[src/rtl/dig_pkg.sv]
package dig_pkg;
  typedef enum logic [1:0] {
    FWD_RF      = 2'd0,
    FWD_EX_ALU  = 2'd1,
    FWD_MEM_ALU = 2'd2,
    FWD_MEM_LD  = 2'd3
  } fwd_sel_e;
endpackage

[src/rtl/dig_producer_match.sv]
// Resolves one source operand against the in-flight producers.
module dig_producer_match #(
  parameter int REG_W = 5
) (
  input  logic [REG_W-1:0] src,
  input  logic             use_i,
  input  logic             ex_alu_wr,
  input  logic [REG_W-1:0] ex_alu_rd,
  input  logic             ex_ld_wr,
  input  logic [REG_W-1:0] ex_ld_rd,
  input  logic             mem_alu_wr,
  input  logic [REG_W-1:0] mem_alu_rd,
  input  logic             mem_ld_wr,
  input  logic [REG_W-1:0] mem_ld_rd,
  output logic [1:0]       fwd,
  output logic             ld_hit
);
  import dig_pkg::*;

  logic live;
  logic m_ex_ld, m_ex_alu, m_mem_ld, m_mem_alu;

  always_comb begin
    live      = use_i && (src != '0);
    m_ex_ld   = live && ex_ld_wr   && (ex_ld_rd   == src);
    m_ex_alu  = live && ex_alu_wr  && (ex_alu_rd  == src);
    m_mem_ld  = live && mem_ld_wr  && (mem_ld_rd  == src);
    m_mem_alu = live && mem_alu_wr && (mem_alu_rd == src);
  end

  // Youngest stage first; inside a stage the load is later in program order.
  always_comb begin
    ld_hit = m_ex_ld;
    if (m_ex_ld)        fwd = FWD_RF;
    else if (m_ex_alu)  fwd = FWD_EX_ALU;
    else if (m_mem_ld)  fwd = FWD_MEM_LD;
    else if (m_mem_alu) fwd = FWD_MEM_ALU;
    else                fwd = FWD_RF;
  end
endmodule

[src/rtl/dig_slot_split.sv]
// Detects a slot 0 result consumed by slot 1 of the same packet.
module dig_slot_split #(
  parameter int REG_W = 5
) (
  input  logic             s0_valid,
  input  logic             s0_wr,
  input  logic [REG_W-1:0] s0_rd,
  input  logic             s1_valid,
  input  logic             s1_is_load,
  input  logic [REG_W-1:0] s1_rs_base,
  input  logic [REG_W-1:0] s1_rs_data,
  output logic             split_need
);
  logic prod_live, base_dep, data_dep;

  always_comb begin
    prod_live  = s0_valid && s0_wr && (s0_rd != '0);
    base_dep   = s1_rs_base == s0_rd;
    data_dep   = !s1_is_load && (s1_rs_data == s0_rd);
    split_need = prod_live && s1_valid && (base_dep || data_dep);
  end
endmodule

[src/rtl/dig_issue_seq.sv]
// Issue decision and the one-bit replay state of a split packet.
module dig_issue_seq (
  input  logic clk,
  input  logic rst_n,
  input  logic s0_valid,
  input  logic s1_valid,
  input  logic hit_s0,
  input  logic hit_s1,
  input  logic split_need,
  output logic issue_s0,
  output logic issue_s1,
  output logic hold_pkt
);
  logic replay_q, replay_d, replay_en;

  always_comb begin
    replay_d = replay_q;
    issue_s0 = 1'b0;
    issue_s1 = 1'b0;
    hold_pkt = 1'b0;
    if (replay_q) begin
      if (hit_s1) begin
        hold_pkt = 1'b1;
      end else begin
        issue_s1 = s1_valid;
        replay_d = 1'b0;
      end
    end else begin
      if (hit_s0 || hit_s1) begin
        hold_pkt = 1'b1;
      end else if (split_need) begin
        issue_s0 = 1'b1;
        hold_pkt = 1'b1;
        replay_d = 1'b1;
      end else begin
        issue_s0 = s0_valid;
        issue_s1 = s1_valid;
      end
    end
    replay_en = replay_d != replay_q;
  end

  always_ff @(posedge clk or negedge rst_n) begin
    if (!rst_n) begin
      replay_q <= 1'b0;
    end else if (replay_en) begin
      replay_q <= replay_d;
    end
  end
endmodule

[src/rtl/dual_issue_gate.sv]
module dual_issue_gate #(
  parameter int REG_W = 5
) (
  input  logic             clk,
  input  logic             rst_n,
  input  logic             s0_valid,
  input  logic             s0_use_a,
  input  logic [REG_W-1:0] s0_rs_a,
  input  logic             s0_use_b,
  input  logic [REG_W-1:0] s0_rs_b,
  input  logic             s0_wr,
  input  logic [REG_W-1:0] s0_rd,
  input  logic             s1_valid,
  input  logic             s1_is_load,
  input  logic [REG_W-1:0] s1_rs_base,
  input  logic [REG_W-1:0] s1_rs_data,
  input  logic             ex_alu_wr,
  input  logic [REG_W-1:0] ex_alu_rd,
  input  logic             ex_ld_wr,
  input  logic [REG_W-1:0] ex_ld_rd,
  input  logic             mem_alu_wr,
  input  logic [REG_W-1:0] mem_alu_rd,
  input  logic             mem_ld_wr,
  input  logic [REG_W-1:0] mem_ld_rd,
  output logic             issue_s0,
  output logic             issue_s1,
  output logic             hold_pkt,
  output logic [1:0]       s0_fwd_a,
  output logic [1:0]       s0_fwd_b,
  output logic [1:0]       s1_fwd_base,
  output logic [1:0]       s1_fwd_data
);
  import dig_pkg::*;

  localparam int NUM_OPS   = 4;
  localparam int OPS_SLOT0 = 2;

  logic [NUM_OPS-1:0][REG_W-1:0] op_src;
  logic [NUM_OPS-1:0]            op_use;
  logic [NUM_OPS-1:0]            op_hit;
  logic [NUM_OPS-1:0][1:0]       op_fwd;
  logic                          hit_s0, hit_s1, split_need;

  always_comb begin
    op_src[0] = s0_rs_a;
    op_src[1] = s0_rs_b;
    op_src[2] = s1_rs_base;
    op_src[3] = s1_rs_data;
    op_use[0] = s0_valid && s0_use_a;
    op_use[1] = s0_valid && s0_use_b;
    op_use[2] = s1_valid;
    op_use[3] = s1_valid && !s1_is_load;
  end

  for (genvar i = 0; i < NUM_OPS; i++) begin : g_op
    dig_producer_match #(.REG_W(REG_W)) u_match (
      .src        (op_src[i]),
      .use_i      (op_use[i]),
      .ex_alu_wr  (ex_alu_wr),
      .ex_alu_rd  (ex_alu_rd),
      .ex_ld_wr   (ex_ld_wr),
      .ex_ld_rd   (ex_ld_rd),
      .mem_alu_wr (mem_alu_wr),
      .mem_alu_rd (mem_alu_rd),
      .mem_ld_wr  (mem_ld_wr),
      .mem_ld_rd  (mem_ld_rd),
      .fwd        (op_fwd[i]),
      .ld_hit     (op_hit[i])
    );
  end

  assign hit_s0 = |op_hit[OPS_SLOT0-1:0];
  assign hit_s1 = |op_hit[NUM_OPS-1:OPS_SLOT0];

  dig_slot_split #(.REG_W(REG_W)) u_split (
    .s0_valid   (s0_valid),
    .s0_wr      (s0_wr),
    .s0_rd      (s0_rd),
    .s1_valid   (s1_valid),
    .s1_is_load (s1_is_load),
    .s1_rs_base (s1_rs_base),
    .s1_rs_data (s1_rs_data),
    .split_need (split_need)
  );

  dig_issue_seq u_seq (
    .clk        (clk),
    .rst_n      (rst_n),
    .s0_valid   (s0_valid),
    .s1_valid   (s1_valid),
    .hit_s0     (hit_s0),
    .hit_s1     (hit_s1),
    .split_need (split_need),
    .issue_s0   (issue_s0),
    .issue_s1   (issue_s1),
    .hold_pkt   (hold_pkt)
  );

  always_comb begin
    s0_fwd_a    = issue_s0 ? op_fwd[0] : FWD_RF;
    s0_fwd_b    = issue_s0 ? op_fwd[1] : FWD_RF;
    s1_fwd_base = issue_s1 ? op_fwd[2] : FWD_RF;
    s1_fwd_data = issue_s1 ? op_fwd[3] : FWD_RF;
  end
endmodule

[config.mk]
export PLATFORM = sky130hd
export DESIGN_NAME = dual_issue_gate
export DESIGN_NICKNAME = d
export VERILOG_FILES = /design/src/rtl/dig_pkg.sv /design/src/rtl/dig_producer_match.sv /design/src/rtl/dig_slot_split.sv /design/src/rtl/dig_issue_seq.sv /design/src/rtl/dual_issue_gate.sv
export SDC_FILE = /design/constraint.sdc
export NUM_CORES = 1
export LEC_CHECK = 0
export CAP_MARGIN = 20
export CORE_UTILIZATION = 46
export CTS_CLUSTER_DIAMETER = 100
export DETAILED_ROUTE_END_ITERATION = 12
export PLACE_DENSITY = 0.94
export SYNTH_ARGS = -nofsm -noshare
export SYNTH_HDL_FRONTEND = slang
export SYNTH_SLANG_ARGS = --single-unit
[constraint.sdc]
create_clock -name clk -period 4.3 [get_ports clk]
set_input_delay 0.645 -clock clk [delete_from_list [all_inputs] [get_ports clk]]
set_output_delay 0.645 -clock clk [all_outputs]
set_load 0.01 [all_outputs]
==> results of run 1 <==
## cells in the mapped netlist, types with 2 or more instances
| master | n |
|---|---|
| o211ai_1 | 3 |
| nand4b_1 | 2 |
| nor3_1 | 8 |
| inv_1 | 2 |
| nand2_1 | 9 |
| nor4_1 | 17 |
| o21bai_1 | 2 |
| xnor2_1 | 49 |
| clkbuf_1 | 11 |
| and4_1 | 2 |
| or4_1 | 2 |
| nor2b_1 | 2 |
| buf_1 | 3 |
| xor2_1 | 41 |
| or3_1 | 2 |
| nor2_1 | 2 |
| a21oi_1 | 2 |
| buf_6 | 2 |
| and3_1 | 2 |
| o21ai_0 | 3 |
| buf_2 | 7 |
| nand4_1 | 10 |
## critical path, delay by kind of cell
family / cells / cell delay (ps)
AOI/OAI and AO/OA: 1 / 200
buffers and inverters: 2 / 1180
and+or+nand+nor: 4 / 1260
## power by group
part | switching [mW] | internal, mW
clock | 0 | 0
combinational | 0.0921 | 0.108
sequential | 0.0000605 | 0.00966
total | 0.0922 | 0.117
## metal layers
| metal | vias up | GRT usage, % | routed length [um] |
|---|---|---|---|
| li1 | 810 | - | - |
| met1 | 734 | 37.4 | 2010 |
| met2 | 70 | 50.5 | 2250 |
| met3 | 0 | 0.873 | 306 |
| met4 | 0 | 2.04 | 0 |
| met5 | - | 0 | 0 |
## cells by family after synthesis
logic type	Yosys count
xor gates and xnor gates	90
DFF	1
and+or+nand+nor	67
buffers and inverters	26
AOI/OAI and AO/OA	18
## worst max-delay path by stage
stage / start / end / depth (start not counted)
floorplan: s1_rs_base[1] / s0_fwd_a[0] / 7
global placement: s0_rs_a[0] / s1_fwd_base[1] / 7
detailed placement: s1_rs_data[4] / s0_fwd_a[1] / 7
CTS: s1_rs_data[4] / s0_fwd_a[1] / 7
global route: s1_rs_data[4] / s0_fwd_b[0] / 7
finish: s1_rs_data[4] / s0_fwd_a[1] / 7
## cell type report
class                           count  area (um2)
Timing Repair Buffer               75         731
Sequential cell                     1        25.0
Tap cell                           44        55.1
Inverter                            2        7.51
Multi-Input combinational cell    175        1350
Fill cell                         260         915
## metrics by stage
step / instances / power, mW / setup slack, ps / utilization, % / cell area [um2]
2_1_floorplan: 202 / 0.120 / 1320 / - / 1500
3_3_place_gp: 297 / 0.203 / 463 / 70.3 / 2160
3_5_place_dp: 297 / 0.207 / 391 / 70.3 / 2160
4_1_cts: 297 / 0.208 / 388 / 70.3 / 2160
5_1_grt: 297 / 0.224 / 172 / 70.3 / 2160
6_report: 297 / 0.210 / 375 / 70.3 / 2160
==> results.cfg, run 1 <==
[finish]
area_growth_pct = 44.7
final_cell_mix = clkdlybuf4s50_1 (67), xnor2_1 (49), xor2_1 (41)
top_register = u_seq.replay_q
largest_register_ffs = 1
reg_top3 = u_seq.replay_q: 1 flops
layout.nets = 312
layout_commonest_cell = clkdlybuf4s50_1
antenna_cells = 0
drive_gt1_share_pct = 5.93

[global_routing]
grt_pass1_wl_mm = 7.49
grt_max_degree = 11
overflow = 0
first_global_vias = 1577
antenna_found_initial = 0
grt_util_all_layers_pct = 27.6

[worst_setup_path]
cp-start-kind = input port
timing.critical_path.mode_cell = clkdlybuf4s50_1
path_class = in2out
rrSetupSlack_ps = 2830
cp_cell_sequence = clkdlybuf4s50_1 > nor4_2 > a211oi_1 > and4_2 > or2_1 > nor4_1 > clkdlybuf4s50_1
arrival_ps = 3280
critPathCaptureType = output port
r2r_end = u_seq.replay_q
crit_fanout = 10
r2r-start = u_seq.replay_q
cpPeakStageDelay_ps = 600
cp_slowest_cell = clkdlybuf4s50_1
crit_required_ps = 3650
worst_r2r_path_depth = 5

[logic_synthesis]
synth_compound_area_share_pct = 9.54
syn_area_um2 = 1500
syn_area_per_cell_um2 = 7.40
yosys_warnings = 0
yosys.area.top_type_share_pct = 28.7
yosys-top-cells-area = xnor2_1 (29%), xor2_1 (24%), nor4_1 (7.1%)
muxShareOfSynthArea_pct = 0
synth_cells = 202
synth_top_area_cell = xnor2_1
synth_edf_count = 0
synthArstFlopShare_pct = 100
synthSimpleGateAreaFrac_pct = 27.7
synth_seq_cells = 1
syn_nets = 259
synth_fa_ha_area_share_pct = 0
synth_top_family_by_area = XOR/XNOR gates
synth_ff_type = dfrtp_1
ys_seq_area_share_pct = 1.67
synthXorXnorAreaFrac_pct = 52.7
yosysUniqueCellTypes = 41

[clock_tree]
clkTransAtPathRegs_ps = 0
clkLatencyLatePin_ps = 0
cts_resized = 0
cts_hold_buffers = 0
postCtsSetupRepairBufs = 0

[sta]
fin_hold_ws_ps = 566
fin_skew_ps = 0
rsz0062_at_grt = no
final.min_clock_period_ps = 3920
max_freq_mhz = 255
finalMaxSlewViolations = 0
fin_tns_setup_ps = 0
worst_slew_pin_slew_ps = 456
period_share_pct = 91.3
slew_headroom_pct = 69.4
hold_viol_final = 0
setup_violations = 0

[detailed_routing]
firstDrtPassIters = 4
ant_nets = 0
routed_wl_mm = 4.56
vias_per_cell = 5.43
drcViolationCount = 0
wl_per_cell_um = 15.4
drtIter0Drc = 39
num_vias = 1614

[pwr]
p_leak_nw = 0.729
ir_drop_uv = 60.5
pwr_density_cell_nw_per_um2 = 96.9

[worst_hold_path]
worstHoldEndpoint = u_seq.replay_q
min_path_type = reg2reg
whs_path_depth = 2
min_from = u_seq.replay_q

[floorplanning]
start_util_pct = 48.6
die_w_um = 59.0
rows = 20
die_y_um = 59.0
core_um2 = 3080
ios = 68
dieArea_um2 = 3480

[placement]
hpwl_mm = 3.88
port_buffers = 67
globalplace.congestion = 0.974

[run_status]
outcome = finished clean

[job]
maxCapViolations = 0
No activity file was read; power rests on OpenSTA's default activity.
==> inputs of run 2 (changes only) <==
--- a/config.mk
+++ b/config.mk
@@ -8,6 +8,7 @@
 export CAP_MARGIN = 20
 export CORE_UTILIZATION = 46
 export CTS_CLUSTER_DIAMETER = 100
+export CTS_CLUSTER_SIZE = 8
 export DETAILED_ROUTE_END_ITERATION = 12
 export PLACE_DENSITY = 0.94
 export SYNTH_ARGS = -nofsm -noshare
==> constraint.sdc (replaced) <==
create_clock -name clk -period 4.3 [get_ports clk]
set_input_delay 1.29 -clock clk [delete_from_list [all_inputs] [get_ports clk]]
set_output_delay 1.29 -clock clk [all_outputs]
set_load 0.01 [all_outputs]
==> results.cfg, run 2 <==
[floorplanning]
die_w_um = 59.0
start_util_pct = 48.6
ios = 68
die_y_um = 59.0
rows = 20

[run_status]
haltStage = global routing
error = [ERROR DPL-0033] detailed placement checks failed during check placement.
outcome = aborted with a tool error

[global_routing]
grt_max_degree = 7
antenna_found_initial = 0

[logic_synthesis]
synth_cells = 202
yosys-top-cells-area = xnor2_1 (29%), xor2_1 (24%), nor4_1 (7.1%)
yosysUniqueCellTypes = 41
muxShareOfSynthArea_pct = 0
ys_seq_area_share_pct = 1.67
synth_edf_count = 0
syn_area_um2 = 1500
synth_compound_area_share_pct = 9.54
synth_seq_cells = 1
yosys-top-cells-count = xnor2_1 (49), xor2_1 (41), nor4_1 (17), clkbuf_1 (11), nand4_1 (10)
yosys.area.top_type_share_pct = 28.7
synthXorXnorAreaFrac_pct = 52.7
synthSimpleGateAreaFrac_pct = 27.7
yosysMostFrequentCell = xnor2_1
synth_top_family_by_area = XOR/XNOR gates
synth_ff_type = dfrtp_1
yosys_warnings = 0
syn_area_per_cell_um2 = 7.40
syn_nets = 259
synth_fa_ha_area_share_pct = 0
synthArstFlopShare_pct = 100
synth_top_area_cell = xnor2_1

[clock_tree]
cts_hold_buffers = 0

[placement]
port_buffers = 67
placed_area_um2 = 2540
hpwl_mm = 5.06
globalplace.congestion = 1.04

[sta]
worst-ep-kind = top-level output
grt_repair_worst_endpoint = issue_s1
## run 2: cell counts after synthesis
No cell type changed its count.
## run 2: cells by family after synthesis
logic type / count (synthesis)
AO/OA/AOI/OAI: 18
XOR/XNOR: 90
buffers and inverters: 26
flip-flops: 1
AND/OR/NAND/NOR: 67
## run 2: per-stage QoR
stage | utilization, % | TNS, ps | setup WS [ps] | cells
after floorplan | - | 0 | 31.0 | 202
after global placement | 82.4 | -7160 | -688 | 345
after detailed placement | 82.4 | -8390 | -823 | 345
after CTS | 87.3 | 0 | 0.749 | 354
## run 2: timing repair
item | 4_1_cts
pin swaps | 26
gates resized for setup | 147
endpoints found under the setup margin | 11
gates cloned | 1
buffers inserted | 8
==> inputs of run 3 (changes only) <==
--- a/config.mk
+++ b/config.mk
@@ -6,11 +6,9 @@
 export NUM_CORES = 1
 export LEC_CHECK = 0
 export CAP_MARGIN = 20
-export CORE_UTILIZATION = 46
-export CTS_CLUSTER_DIAMETER = 100
-export CTS_CLUSTER_SIZE = 8
+export CORE_UTILIZATION = 39
 export DETAILED_ROUTE_END_ITERATION = 12
-export PLACE_DENSITY = 0.94
+export PLACE_DENSITY_LB_ADDON = 0.15
 export SYNTH_ARGS = -nofsm -noshare
 export SYNTH_HDL_FRONTEND = slang
 export SYNTH_SLANG_ARGS = --single-unit
==> results.cfg, run 3 (synthesis results as in run 1) <==
[run_status]
outcome = finished clean

[finish]
drive_gt1_share_pct = 44.3
top_register = u_seq.replay_q
layout_commonest_cell = buf_4
largest_register_ffs = 1
area_growth_pct = 90.5
instances_no_fill = 371
layout.nets = 382
antenna_cells = 0
reg_top3 = u_seq.replay_q: 1 flops
final_cell_mix = buf_4 (65), xnor2_1 (48), xor2_1 (39)

[detailed_routing]
highest_layer = met4
vias_per_cell = 5.21
num_vias = 1933
m1WireLength_mm = 2.49
route.met2.wl_mm = 3.20
met3_length_um = 193
routed_wl_mm = 5.91
ant_nets = 0
firstDrtPassIters = 4
drcViolationCount = 0
drtIter0Drc = 64
wl_per_cell_um = 15.9

[placement]
port_buffers = 67
pre_cts_slack_ps = -764
hpwl_mm = 4.41
dp.cells = 358
globalplace.congestion = 0.955

[global_routing]
grt_max_degree = 7
antenna_found_initial = 0
grt_pass1_wl_mm = 9.02
overflow = 0
grt_util_all_layers_pct = 28.1
first_global_vias = 1955

[floorplanning]
dieArea_um2 = 4090
ios = 68
rows = 22
core_um2 = 3660
die_w_um = 63.9
die_y_um = 63.9
start_util_pct = 40.8

[pwr]
pwr_density_cell_nw_per_um2 = 90.3
power_mw = 0.257
ir_drop_uv = 59.1
p_leak_nw = 1.22

[clock_tree]
clkTransAtPathRegs_ps = 0
cts_hold_buffers = 0
clkLatencyLatePin_ps = 0

[sta]
rsz0062_at_grt = yes
finalWorstSetupSlack_ps = 22.5
period_share_pct = 99.5
fin_skew_ps = 0
setup_violations = 0
final.min_clock_period_ps = 4280
worst_slew_pin_slew_ps = 380
max_freq_mhz = 234
fin_tns_setup_ps = 0
hold_viol_final = 0
fin_hold_ws_ps = 600
finalMaxSlewViolations = 0
slew_headroom_pct = 74.4

[worst_setup_path]
crit_fanout = 3
crit_required_ps = 3010
cp-start-kind = input port
critPathCaptureType = output port
arrival_ps = 2990
path_class = in2out

[job]
maxCapViolations = 0

[worst_hold_path]
min_path_type = reg2reg
[run 3: metal layers]
metal	up-vias	global-route usage (%)
li1	947	-
met1	934	33.2
met2	48	57.4
met3	4	1.07
met4	0	0.284
met5	-	0
[run 3: path summary, 6_finish.rpt]
| path | startpoint | end | slack [ps] | depth (start not counted) |
|---|---|---|---|---|
| min in group asynchronous | rst_n | u_seq.replay_q | 1440 | 1 |
| worst min-delay path | u_seq.replay_q | u_seq.replay_q | 600 | 2 |
| worst min register to register | u_seq.replay_q | u_seq.replay_q | 600 | 2 |
| max in group asynchronous | rst_n | u_seq.replay_q | 2760 | 1 |
| worst max register to register | u_seq.replay_q | u_seq.replay_q | 2780 | 6 |
| worst max-delay path | s0_rd[1] | s1_fwd_base[0] | 20 | 7 |
[run 3: final cells by class]
cell class / instances / area, um2
multi-input combinational: 176 / 1590
sequential: 1 / 25.0
tap: 48 / 60.1
inverter: 2 / 7.51
timing repair buffer: 144 / 1160
fill: 274 / 813
[run 3: per-stage QoR]
step	instance area (um2)	utilization [%]
6_report	2850	77.8
5_1_grt	2850	77.8
4_1_cts	2690	73.4
3_5_place_dp	2600	70.9
3_3_place_gp	2600	70.9
2_1_floorplan	1500	-
[run 3: critical path: stages]
cell and delay [ps]:
clkdlybuf4s50_1 420, or4_4 430, o21ai_2 170, o21ai_1 70, buf_4 160, nor3_2 200, clkdlybuf4s15_2 250
[run 3: timing repair]
action                                  4_1_cts  5_1_grt
endpoints found under the setup margin       11       11
pin swaps                                    26       26
gates cloned                                  1        0
gates resized for setup                     142       50
buffers inserted                              8        6
[run 3: where the power goes]
part	total [mW]	leakage (nW)	switching [mW]	internal (mW)
logic	0.247	1.21	0.114	0.133
registers	0.00975	0.0140	0.0000966	0.00966
clock network	0	0	0	0
total	0.257	1.22	0.114	0.143
==> inputs of run 4 (changes only) <==
--- a/config.mk
+++ b/config.mk
@@ -8,7 +8,7 @@
 export CAP_MARGIN = 20
 export CORE_UTILIZATION = 39
 export DETAILED_ROUTE_END_ITERATION = 12
-export PLACE_DENSITY_LB_ADDON = 0.15
+export PLACE_DENSITY_LB_ADDON = 0.25
 export SYNTH_ARGS = -nofsm -noshare
 export SYNTH_HDL_FRONTEND = slang
 export SYNTH_SLANG_ARGS = --single-unit
==> results.cfg, run 4 (synthesis results as in run 1) <==
[run_status]
outcome = finished clean

[global_routing]
grt_max_degree = 7
first_global_vias = 1874
overflow = 0
grt_util_all_layers_pct = 27.3
grt_pass1_wl_mm = 8.75
antenna_found_initial = 0

[sta]
max_freq_mhz = 234
finalWorstSetupSlack_ps = 23.3
worst_slew_pin_slew_ps = 330
fin_hold_ws_ps = 629
final.min_clock_period_ps = 4280
setup_violations = 0
slew_headroom_pct = 77.9
rsz0062_at_grt = yes
hold_viol_final = 0
fin_skew_ps = 0
fin_tns_setup_ps = 0
period_share_pct = 99.5
finalMaxSlewViolations = 0

[worst_setup_path]
critPathCaptureType = output port
cp_slowest_cell = or4_4
path_buf_inv = 4
path_class = in2out
crit_fanout = 6
cp-start-kind = input port
timing.critical_path.mode_cell = buf_6
cp_cell_sequence = buf_6 > or4_4 > o211ai_2 > nand4b_1 > buf_4 > a21oi_4 > buf_6 > nor4b_4 > buf_2
cp_top_family = simple AND/OR/NAND/NOR gates
crit_required_ps = 3010
cpPeakStageDelay_ps = 530
arrival_ps = 2990

[placement]
hpwl_mm = 4.39
dp.cells = 352
port_buffers = 67
placed_area_um2 = 2560
pre_cts_slack_ps = -825
globalplace.congestion = 0.936

[finish]
layout_commonest_cell = buf_4
final_cell_mix = buf_4 (59), xnor2_1 (48), xor2_1 (41)
instances_no_fill = 362
antenna_cells = 0
top_register = u_seq.replay_q
drive_gt1_share_pct = 42.4
final_area_um2 = 2810
reg_top3 = u_seq.replay_q: 1 flops
area_growth_pct = 88.1
utilization_pct = 76.8
largest_register_ffs = 1
layout.nets = 373

[detailed_routing]
vias_per_cell = 5.27
wl_per_cell_um = 16.5
drtIter0Drc = 59
ant_nets = 0
num_vias = 1906
drcViolationCount = 0
routed_wl_mm = 5.97
firstDrtPassIters = 4

[pwr]
p_sw_share_pct = 44.7
p_int_mw = 0.143
pwr_density_cell_nw_per_um2 = 91.6
p_leak_nw = 1.27
power_frac_clock_pct = 0
p_seq_share_pct = 3.8
ir_drop_uv = 52.9
power_mw = 0.258
p_comb_share_pct = 96.2
net-switching-power_mw = 0.115

[clock_tree]
clkLatencyLatePin_ps = 0
clkTransAtPathRegs_ps = 0
cts_hold_buffers = 0

[worst_hold_path]
min_path_type = reg2reg

[floorplanning]
core_um2 = 3660
ios = 68
dieArea_um2 = 4090
die_y_um = 63.9
die_w_um = 63.9
start_util_pct = 40.8
rows = 22

[job]
maxCapViolations = 0
-- run 4: cell types whose count changed in the layout (fill, tap and decap cells not counted), sizes merged --
| cell | change |
|---|---|
| dlymetal6s2s | +10 |
| clkdlybuf4s15 | -3 |
| dlygate4sd2 | -6 |
| clkdlybuf4s50 | -1 |
| buf | -9 |
-- run 4: worst paths after layout --
path	startpoint	to	slack [ps]	cells after the start
max	s0_rs_a[4]	s1_fwd_base[1]	20	9
min	u_seq.replay_q	u_seq.replay_q	630	2
max reg2reg	u_seq.replay_q	u_seq.replay_q	2720	6
min reg2reg	u_seq.replay_q	u_seq.replay_q	630	2
max in group asynchronous	rst_n	u_seq.replay_q	2750	1
min in group asynchronous	rst_n	u_seq.replay_q	1450	1
-- run 4: worst reg2reg max path, stage by stage, from the launching register on --
cell	delay, ps
dfrtp_1	400
nand2b_1	210
nor2_1	140
o21ai_2	70
buf_4	130
or2_2	280
o31ai_1	240
-- run 4: area by class of cell --
cell class                      instances  area, um2
Timing Repair Buffer                  135       1140
Tap cell                               48       60.1
Multi-Input combinational cell        176       1580
Inverter                                2       7.51
Fill cell                             268        848
Sequential cell                         1       25.0
-- run 4: repair_timing --
| item | in CTS | in global routing |
|---|---|---|
| gates cloned | 1 | 0 |
| gates resized for setup | 127 | 56 |
| pin swaps | 26 | 28 |
| setup buffers | 7 | 4 |
| endpoints found under the setup margin | 11 | 11 |
-- run 4: routing by layer --
layer	vias to the layer above	track usage [%]	share of wire, %
met4	0	5.97	1.9
li1	933	-	-
met2	55	50.4	53
met1	908	35.0	42
met3	10	0.357	3.3
met5	-	0	0
-- run 4: power by group through the flow --
stage,combinational [mW],sequential [mW],clock [mW]
4_1_cts,0.233,0.00976,0
6_report,0.248,0.00976,0
3_3_place_gp,0.227,0.00972,0
3_5_place_dp,0.233,0.00971,0
2_1_floorplan,0.110,0.00969,0
5_1_grt,0.263,0.00977,0
